==> config.mk <==
export PLATFORM = sky130hd
export DESIGN_NAME = psr_state_ctrl
export DESIGN_NICKNAME = d
export VERILOG_FILES = /design/src/rtl/psr_pkg.sv /design/src/rtl/psr_fsm.sv /design/src/rtl/psr_wake_req.sv /design/src/rtl/psr_state_ctrl.sv
export SDC_FILE = /design/constraint.sdc
export NUM_CORES = 1
export LEC_CHECK = 0
export ABC_AREA = 1
export BUFFER_PORTS_ARGS = -buffer_cell sky130_fd_sc_hd__clkbuf_2
export CAP_MARGIN = 10
export CORE_MARGIN = 10
export CORE_UTILIZATION = 37
export DETAILED_ROUTE_END_ITERATION = 12
export GPL_ROUTABILITY_DRIVEN = 0
export PLACE_DENSITY = 0.74
export SLEW_MARGIN = 20
export SYNTH_ARGS = -nofsm -noshare
export SYNTH_HDL_FRONTEND = slang
export SYNTH_SLANG_ARGS = --single-unit
==> constraint.sdc <==
create_clock -name clk -period 1.3 [get_ports clk]
set_input_delay 0.065 -clock clk [delete_from_list [all_inputs] [get_ports clk]]
set_output_delay 0.065 -clock clk [all_outputs]
set_load 0.02 [all_outputs]
==> src/rtl/psr_pkg.sv <==
package psr_pkg;
    localparam int STATE_W = 3;

    typedef enum logic [STATE_W-1:0] {
        ST_OFF           = 3'd0,
        ST_IDLE          = 3'd1,
        ST_ENTERING      = 3'd2,
        ST_SELF_REFRESH  = 3'd3,
        ST_SINGLE_UPDATE = 3'd4,
        ST_LEAVING       = 3'd5
    } psr_state_e;

    function automatic logic is_transitional(psr_state_e s);
        return (s == ST_ENTERING) || (s == ST_LEAVING);
    endfunction
endpackage

==> src/rtl/psr_fsm.sv <==
module psr_fsm
    import psr_pkg::*;
(
    input  logic       clk,
    input  logic       rst_n,
    input  logic       enable,
    input  logic       active_entry,
    input  logic       frame_tick,
    input  logic       update_req,
    output psr_state_e state_q,
    output logic       exit_start
);
    psr_state_e state_d;
    logic       busy;

    assign busy = is_transitional(state_q);

    // State register
    always_ff @(posedge clk or negedge rst_n) begin
        if (!rst_n) state_q <= ST_OFF;
        else        state_q <= state_d;
    end

    // Next-state selection
    always_comb begin
        state_d = state_q;
        if (!enable && !busy) begin
            state_d = ST_OFF;                                  // shutdown
        end else begin
            unique case (state_q)
                ST_OFF:           state_d = ST_IDLE;           // wake
                ST_IDLE:          if (active_entry) state_d = ST_ENTERING;
                ST_ENTERING:      if (frame_tick) state_d = ST_SELF_REFRESH;
                ST_SELF_REFRESH: begin
                    if (!active_entry)   state_d = ST_LEAVING;       // quit
                    else if (update_req) state_d = ST_SINGLE_UPDATE; // refresh
                end
                ST_SINGLE_UPDATE: if (frame_tick) state_d = ST_SELF_REFRESH;
                ST_LEAVING:       if (frame_tick) state_d = ST_IDLE;
                default:          state_d = ST_OFF;
            endcase
        end
    end

    assign exit_start = (state_q != ST_LEAVING) && (state_d == ST_LEAVING);

    a_r2_wake: assert property (@(posedge clk) disable iff (!rst_n)
        (state_q == ST_OFF && enable) |=> state_q == ST_IDLE);
    a_r4_settle: assert property (@(posedge clk) disable iff (!rst_n)
        (state_q == ST_ENTERING && frame_tick) |=> state_q == ST_SELF_REFRESH);
    a_r5_quit_skips: assert property (@(posedge clk) disable iff (!rst_n)
        (state_q == ST_SELF_REFRESH && enable && !active_entry) |=> state_q == ST_LEAVING);
    a_r7_rejoin: assert property (@(posedge clk) disable iff (!rst_n)
        (state_q == ST_LEAVING && frame_tick) |=> state_q == ST_IDLE);
    a_r11_shutdown: assert property (@(posedge clk) disable iff (!rst_n)
        (!enable && (state_q == ST_IDLE || state_q == ST_SELF_REFRESH ||
                     state_q == ST_SINGLE_UPDATE)) |=> state_q == ST_OFF);
endmodule

==> src/rtl/psr_wake_req.sv <==
module psr_wake_req #(
    parameter int          ADDR_W    = 20,
    parameter int          DATA_W    = 8,
    parameter logic [19:0] WAKE_ADDR = 20'h00600,
    parameter logic [7:0]  WAKE_DATA = 8'h01
) (
    input  logic              clk,
    input  logic              rst_n,
    input  logic              exit_start,
    input  logic              aux_ack,
    output logic              aux_req,
    output logic [ADDR_W-1:0] aux_addr,
    output logic [DATA_W-1:0] aux_data
);
    logic req_q;

    always_ff @(posedge clk or negedge rst_n) begin
        if (!rst_n)           req_q <= 1'b0;
        else if (exit_start)  req_q <= 1'b1;
        else if (aux_ack)     req_q <= 1'b0;
    end

    assign aux_req  = req_q;
    assign aux_addr = ADDR_W'(WAKE_ADDR);
    assign aux_data = DATA_W'(WAKE_DATA);

    a_r9_raise: assert property (@(posedge clk) disable iff (!rst_n)
        exit_start |=> aux_req);
    a_r10_hold: assert property (@(posedge clk) disable iff (!rst_n)
        (aux_req && !aux_ack) |=> aux_req);
endmodule

==> src/rtl/psr_state_ctrl.sv <==
module psr_state_ctrl
    import psr_pkg::*;
#(
    parameter int ADDR_W = 20,
    parameter int DATA_W = 8
) (
    input  logic              clk,
    input  logic              rst_n,
    input  logic              enable,
    input  logic              active_entry,
    input  logic              frame_tick,
    input  logic              update_req,
    input  logic              aux_ack,
    output logic [2:0]        state_code,
    output logic              in_transition,
    output logic              aux_req,
    output logic [ADDR_W-1:0] aux_addr,
    output logic [DATA_W-1:0] aux_data
);
    psr_state_e cur_state;
    logic       exit_start;

    psr_fsm u_fsm (
        .clk          (clk),
        .rst_n        (rst_n),
        .enable       (enable),
        .active_entry (active_entry),
        .frame_tick   (frame_tick),
        .update_req   (update_req),
        .state_q      (cur_state),
        .exit_start   (exit_start)
    );

    psr_wake_req #(.ADDR_W(ADDR_W), .DATA_W(DATA_W)) u_wake (
        .clk        (clk),
        .rst_n      (rst_n),
        .exit_start (exit_start),
        .aux_ack    (aux_ack),
        .aux_req    (aux_req),
        .aux_addr   (aux_addr),
        .aux_data   (aux_data)
    );

    // Output decode
    always_comb begin
        state_code    = cur_state;
        in_transition = is_transitional(cur_state);
    end

    a_r1_legal_code: assert property (@(posedge clk) disable iff (!rst_n)
        state_code <= 3'd5);
    a_r9_req_in_exit: assert property (@(posedge clk) disable iff (!rst_n)
        $rose(aux_req) |-> state_code == 3'd5);
endmodule

---- Yosys cells after proc, flatten, opt, wreduce, memory -nomap -nowiden ----
Index checks and enable logic that the tools add are counted.
word-level totals
  output and inout bits ................... 33
  register bits after elaboration ......... 4
  input port bits ......................... 7
operators by class
  reductions and logical operators ........ 8
  muxes and demuxes ....................... 9
  eq/ne operators ......................... 7
operators with widths
  cell                  count
  $mux W3               6
  $pmux W3 S5           1
  $eq A3 B3 Y1 const B  3
  $eq A3 B2 Y1 const B  2
  $eq A3 B1 Y1 const B  1
  $logic_not A3 Y1      1
  $ne A3 B3 Y1 const B  1
  $logic_and A1 B1 Y1   2
  $logic_not A1 Y1      2
  $mux W1               2
  $reduce_bool A2 Y1    1
  $reduce_or A2 Y1      1
  $logic_or A1 B1 Y1    1

---- Logic depth before layout (Yosys ltp) ----
  depth after elaboration ................. 8
  gate-level depth with buffers ........... 7
  depth with buffers taken out ............ 7

---- By module ----
Synthesis repeated with hierarchy kept, for this count alone.
second synthesis, totals
  cell total of the unflattened synthesis .. 81
  area, all modules ....................... 536.8 um^2
by module, submodules not included
  module          area an instance (um^2)  instances  cells each  seq. area each (um^2)
  psr_wake_req    257.7                    1          35          25.0
  psr_fsm         254.0                    1          40          75.1
  psr_state_ctrl  25.0                     1          6           0.0

---- Worst setup path before layout ----
No wires, ideal clock.
  kind .................................... reg-to-reg
  start point ............................. reg u_fsm.state_q[2]
  end point ............................... reg u_wake.req_q, in the netlist u_wake.aux_req
  clock period less this slack ............ 1.197 ns
  stages on the path, launching flop included .. 8
  arrival time ............................ 1.080 ns
  slack ................................... 0.103 ns
  cell sequence ........................... dfrtp_1 -> inv_2 -> nand3_2 -> nand2_2 -> nor2_4 -> inv_2 -> nand3_1 -> nand2_1
on the way
  cells in the longest elaborated chain, start to end .. 8
  elaborated cells between the ends (all ways) .. 22
  those cells by class .................... eq/ne (7); mux (8); reduce/logical (7)
RTL lines
  element                                               line                  source
  start, declared                                       psr_fsm.sv:10         output psr_state_e state_q,
  start signal, assigned                                psr_fsm.sv:21         else state_q <= state_d;
  $eq A3 B2 Y1 / $eq A3 B3 Y1 (equally long branches)   --
  $logic_or A1 B1 Y1 *                                  --
  via in_transition                                     psr_state_ctrl.sv:15  output logic in_transition,
  $logic_not A1 Y1 *                                    psr_fsm.sv:27         if (!enable && !busy) begin
  $logic_and A1 B1 Y1 *                                 psr_fsm.sv:27
  $mux W3 *                                             psr_fsm.sv:27
  $eq A3 B3 Y1 *                                        psr_fsm.sv:45         assign exit_start = (state_q != ST_LEAVING) && (state_d == ST_LEAVING);
  $logic_and A1 B1 Y1 *                                 psr_fsm.sv:45
  $mux W1 / $reduce_bool A2 Y1 (equally long branches)  --
  end signal, assigned                                  psr_wake_req.sv:18    if (!rst_n) req_q <= 1'b0;
  end signal, assigned                                  psr_wake_req.sv:19    else if (exit_start) req_q <= 1'b1;
  end signal, assigned                                  psr_wake_req.sv:20    else if (aux_ack) req_q <= 1'b0;
  end, declared                                         psr_wake_req.sv:15    logic req_q;
Mark *: on every way through the listed nets, which the timed path passes. The rest lies on a longest branch.
A chain may end at the register's enable or synchronous reset.

---- Worst setup path after layout ----
  start point ............................. reg u_fsm.state_q[2]
  end point ............................... out in_transition
on the way
  cells in the longest elaborated chain, start to end .. 2
  elaborated cells between the ends (all ways) .. 3
  those cells by class .................... eq/ne (2); reduce/logical (1)
RTL lines
  element                                              line                  source
  $eq A3 B2 Y1 / $eq A3 B3 Y1 (equally long branches)  psr_pkg.sv:14         return (s == ST_ENTERING) || (s == ST_LEAVING);
  $logic_or A1 B1 Y1 *                                 psr_pkg.sv:14
  end, declared                                        psr_state_ctrl.sv:15
Every way passes the cells marked *; elsewhere a longest branch is shown, timed or not.

==> flow_summary_export.csv <==
group,metric,value,unit
drt,vias,387,
final_layout,mostFrequentLayoutCells,"28 x conb_1, 13 x nand2_1, 11 x clkbuf_2",
critical_path,reg2reg_setup_slack,0.15,ns
placed_design,portBuffers,11,
floorplanning,die_w,56.8,um
clocking,htree_levels,1,
timing,slew_violations,0,
global_route,gr-total-overflow,0,
floorplanning,core_region_area,0.00128,mm^2
status,status,"completed",
power,power,0.000648,W
placed_design,hpwl,948,um
final_layout,drive_above_1_share,0.244,
critical_path,crit_fanout,8,
yosys,synth_compound_area_frac,0.0574,
final_layout,area_growth,-1.25,%
critical_path,cp_slowest_cell,"dfrtp_1",
timing,final.period_utilization,0.938,
critical_path,max_stage_delay,0.47,ns
yosys,synth_top_family_by_area,"buffers and inverters",
global_route,antenna_found_initial,0,
yosys,synth_cell_types,16,
critical_path,crit_family,"flip-flops",
floorplanning,die_h,56.8,um
yosys,synthXorXnorAreaFrac,0,
clocking,cts_buffer_depth,2,
timing,hold_viol,0,
yosys,synthAdderAreaFrac,0,
yosys,seq_area_frac_synth,0.200,
power,p_leak,0.323,nW
final_layout,diodes,0,
drt,antenna_left,0,
critical_path,crit_type,"register to output port",
clocking,clock_sinks,4,
critical_path,crit_path_end_kind,"output port",
yosys,avgSynthCellArea,6.87,um^2
yosys,synth_area,502,um^2
global_route,grt_pass1_wl,1770,um
clocking,cts_setup_buffers,0,
yosys,syn_inst,73,
global_route,grt_start_max_net_pins,9,
drt,wl_per_cell,10.4,um
yosys,synth-simple-area-share,0.242,
yosys,synth_top_area_cell,"buf_4",
placed_design,place_ws,0.159,ns
global_route,grt_pass1_vias,435,
yosys,yosys.area.top_type_share,0.419,
timing,worst_slack,0.0811,ns
yosys,synth_warnings,0,
clocking,clk_pin_slew_worst_paths,0.03,ns
timing,setup_viol,0,
clocking,clock-root-buffer,"clkbuf_4",
yosys,synthMuxAreaShare,0,
critical_path,start_kind,"register",
floorplanning,dieArea,0.00323,mm^2
drt,vias_per_cell,3.83,
timing,clock.fmax,820,MHz
clocking,cts_tree,"done",
timing,rsz0062_at_grt,"false",
timing,fin_worst_skew,0.000602,ns
critical_path,critPathBufInv,2,
yosys,yosys-top-cells-area,"buf_4 42%, dfrtp_1 20%, nand2_1 9.7%",
final_layout,final_core_util,0.386,
floorplanning,ios,40,
floorplanning,start_util,0.390,
drt,drtPass1Iterations,6,
yosys,ys_ff_latch,4,
job,drv_cap,0,
clocking,insertion_delay,0.23,ns
critical_path,path_cells,"inv_2 -> nand3_2 -> nand2_2 -> clkbuf_2",
floorplanning,rows,13,
worst_hold_path,min_path_type,"input pin to register",
critical_path,arrival,1.15,ns
power,cellPowerDensity,1310,mW/mm^2
drt,totalWireLength,1050,um
timing,post-route-min-period,1.22,ns
clocking,cts_buffers,3,
final_layout,nets,95,
critical_path,required,1.24,ns
drt,drt_iter0_markers,11,
final_layout,final_common_cell,"conb_1",
drt,drc_errors,0,
power,ir_drop,337,uV
global_route,grt_util_all_layers,0.0665,
timing,finalSetupTns,0,ns
==> final cells by class <==
class / instances / area (um^2)
Inverter: 9 / 33.8
Clock buffer: 3 / 22.5
Tap cell: 15 / 18.8
Timing Repair Buffer: 12 / 65.1
Multi-Input combinational cell: 58 / 255
Sequential cell: 4 / 100
Fill cell: 151 / 790
==> report_power, final <==
group	switching (W)	total [W]	internal, W
logic	0.000227	0.000312	0.0000852
clock network	0.0000427	0.000145	0.000103
registers	0.0000399	0.000191	0.000151
==> tightest hold or removal path: stages <==
cell and delay [ns]:
clkbuf_2 0.07, inv_1 0.03, nand2_1 0.04, nand2_1 0.05
==> per-stage QoR <==
step	cell area [um^2]	hold slack, ns	cells
final	495	0.0695	101
after global routing	495	0.0957	101
after CTS	495	0.0640	101
after detailed placement	463	-0.124	97
after global placement	463	-0.128	97
after floorplan	599	-0.231	99
==> sequential cells by signal (all words and copies together), names as in the netlist <==
| register | flops |
|---|---|
| u_wake.aux_req | 1 |
| u_fsm.state_q | 3 |
==> path summary, 6_finish.rpt <==
kind                                   from          endpoint  depth (start not counted)
hold reg to reg              u_wake.aux_req    u_wake.aux_req                          2
setup / recovery           u_fsm.state_q[2]     in_transition                          4
max in group asynchronous             rst_n  u_fsm.state_q[1]                          2
min in group asynchronous             rst_n    u_wake.aux_req                          2
hold / removal                      aux_ack    u_wake.aux_req                          4
setup reg to reg           u_fsm.state_q[0]    u_wake.aux_req                          6
==> kinds of logic after synthesis <==
group / after synthesis
buffers and inverters: 37
AOI/OAI and AO/OA: 5
and+or+nand+nor: 25
other: 2
DFF: 4
==> routing by layer <==
metal,track usage,routed length [um],share of wire
met5,0,0,0
met4,0.0201,0,0
met3,0.0584,184,0.18
met2,0.107,481,0.46
met1,0.0609,385,0.37
==> cells in the mapped netlist <==
cell type,instances
buf_4,28
nand2_1,13
inv_1,6
dfrtp_1,4
nor2_1,4
inv_2,3
nand3_1,3
a21oi_1,2
conb_1,2
nand3_2,2
a211oi_1,1
a31oi_1,1
nand2_2,1
nor2_4,1
nor3_1,1
o21ai_0,1
==> timing repair <==
item | CTS | global route
setup endpoints to repair | 0 | 0
gates resized for setup | 0 | 0
hold buffers | 1 | 0
hold endpoints to repair | 4 | 0
Power figures use the tool's default switching activity.
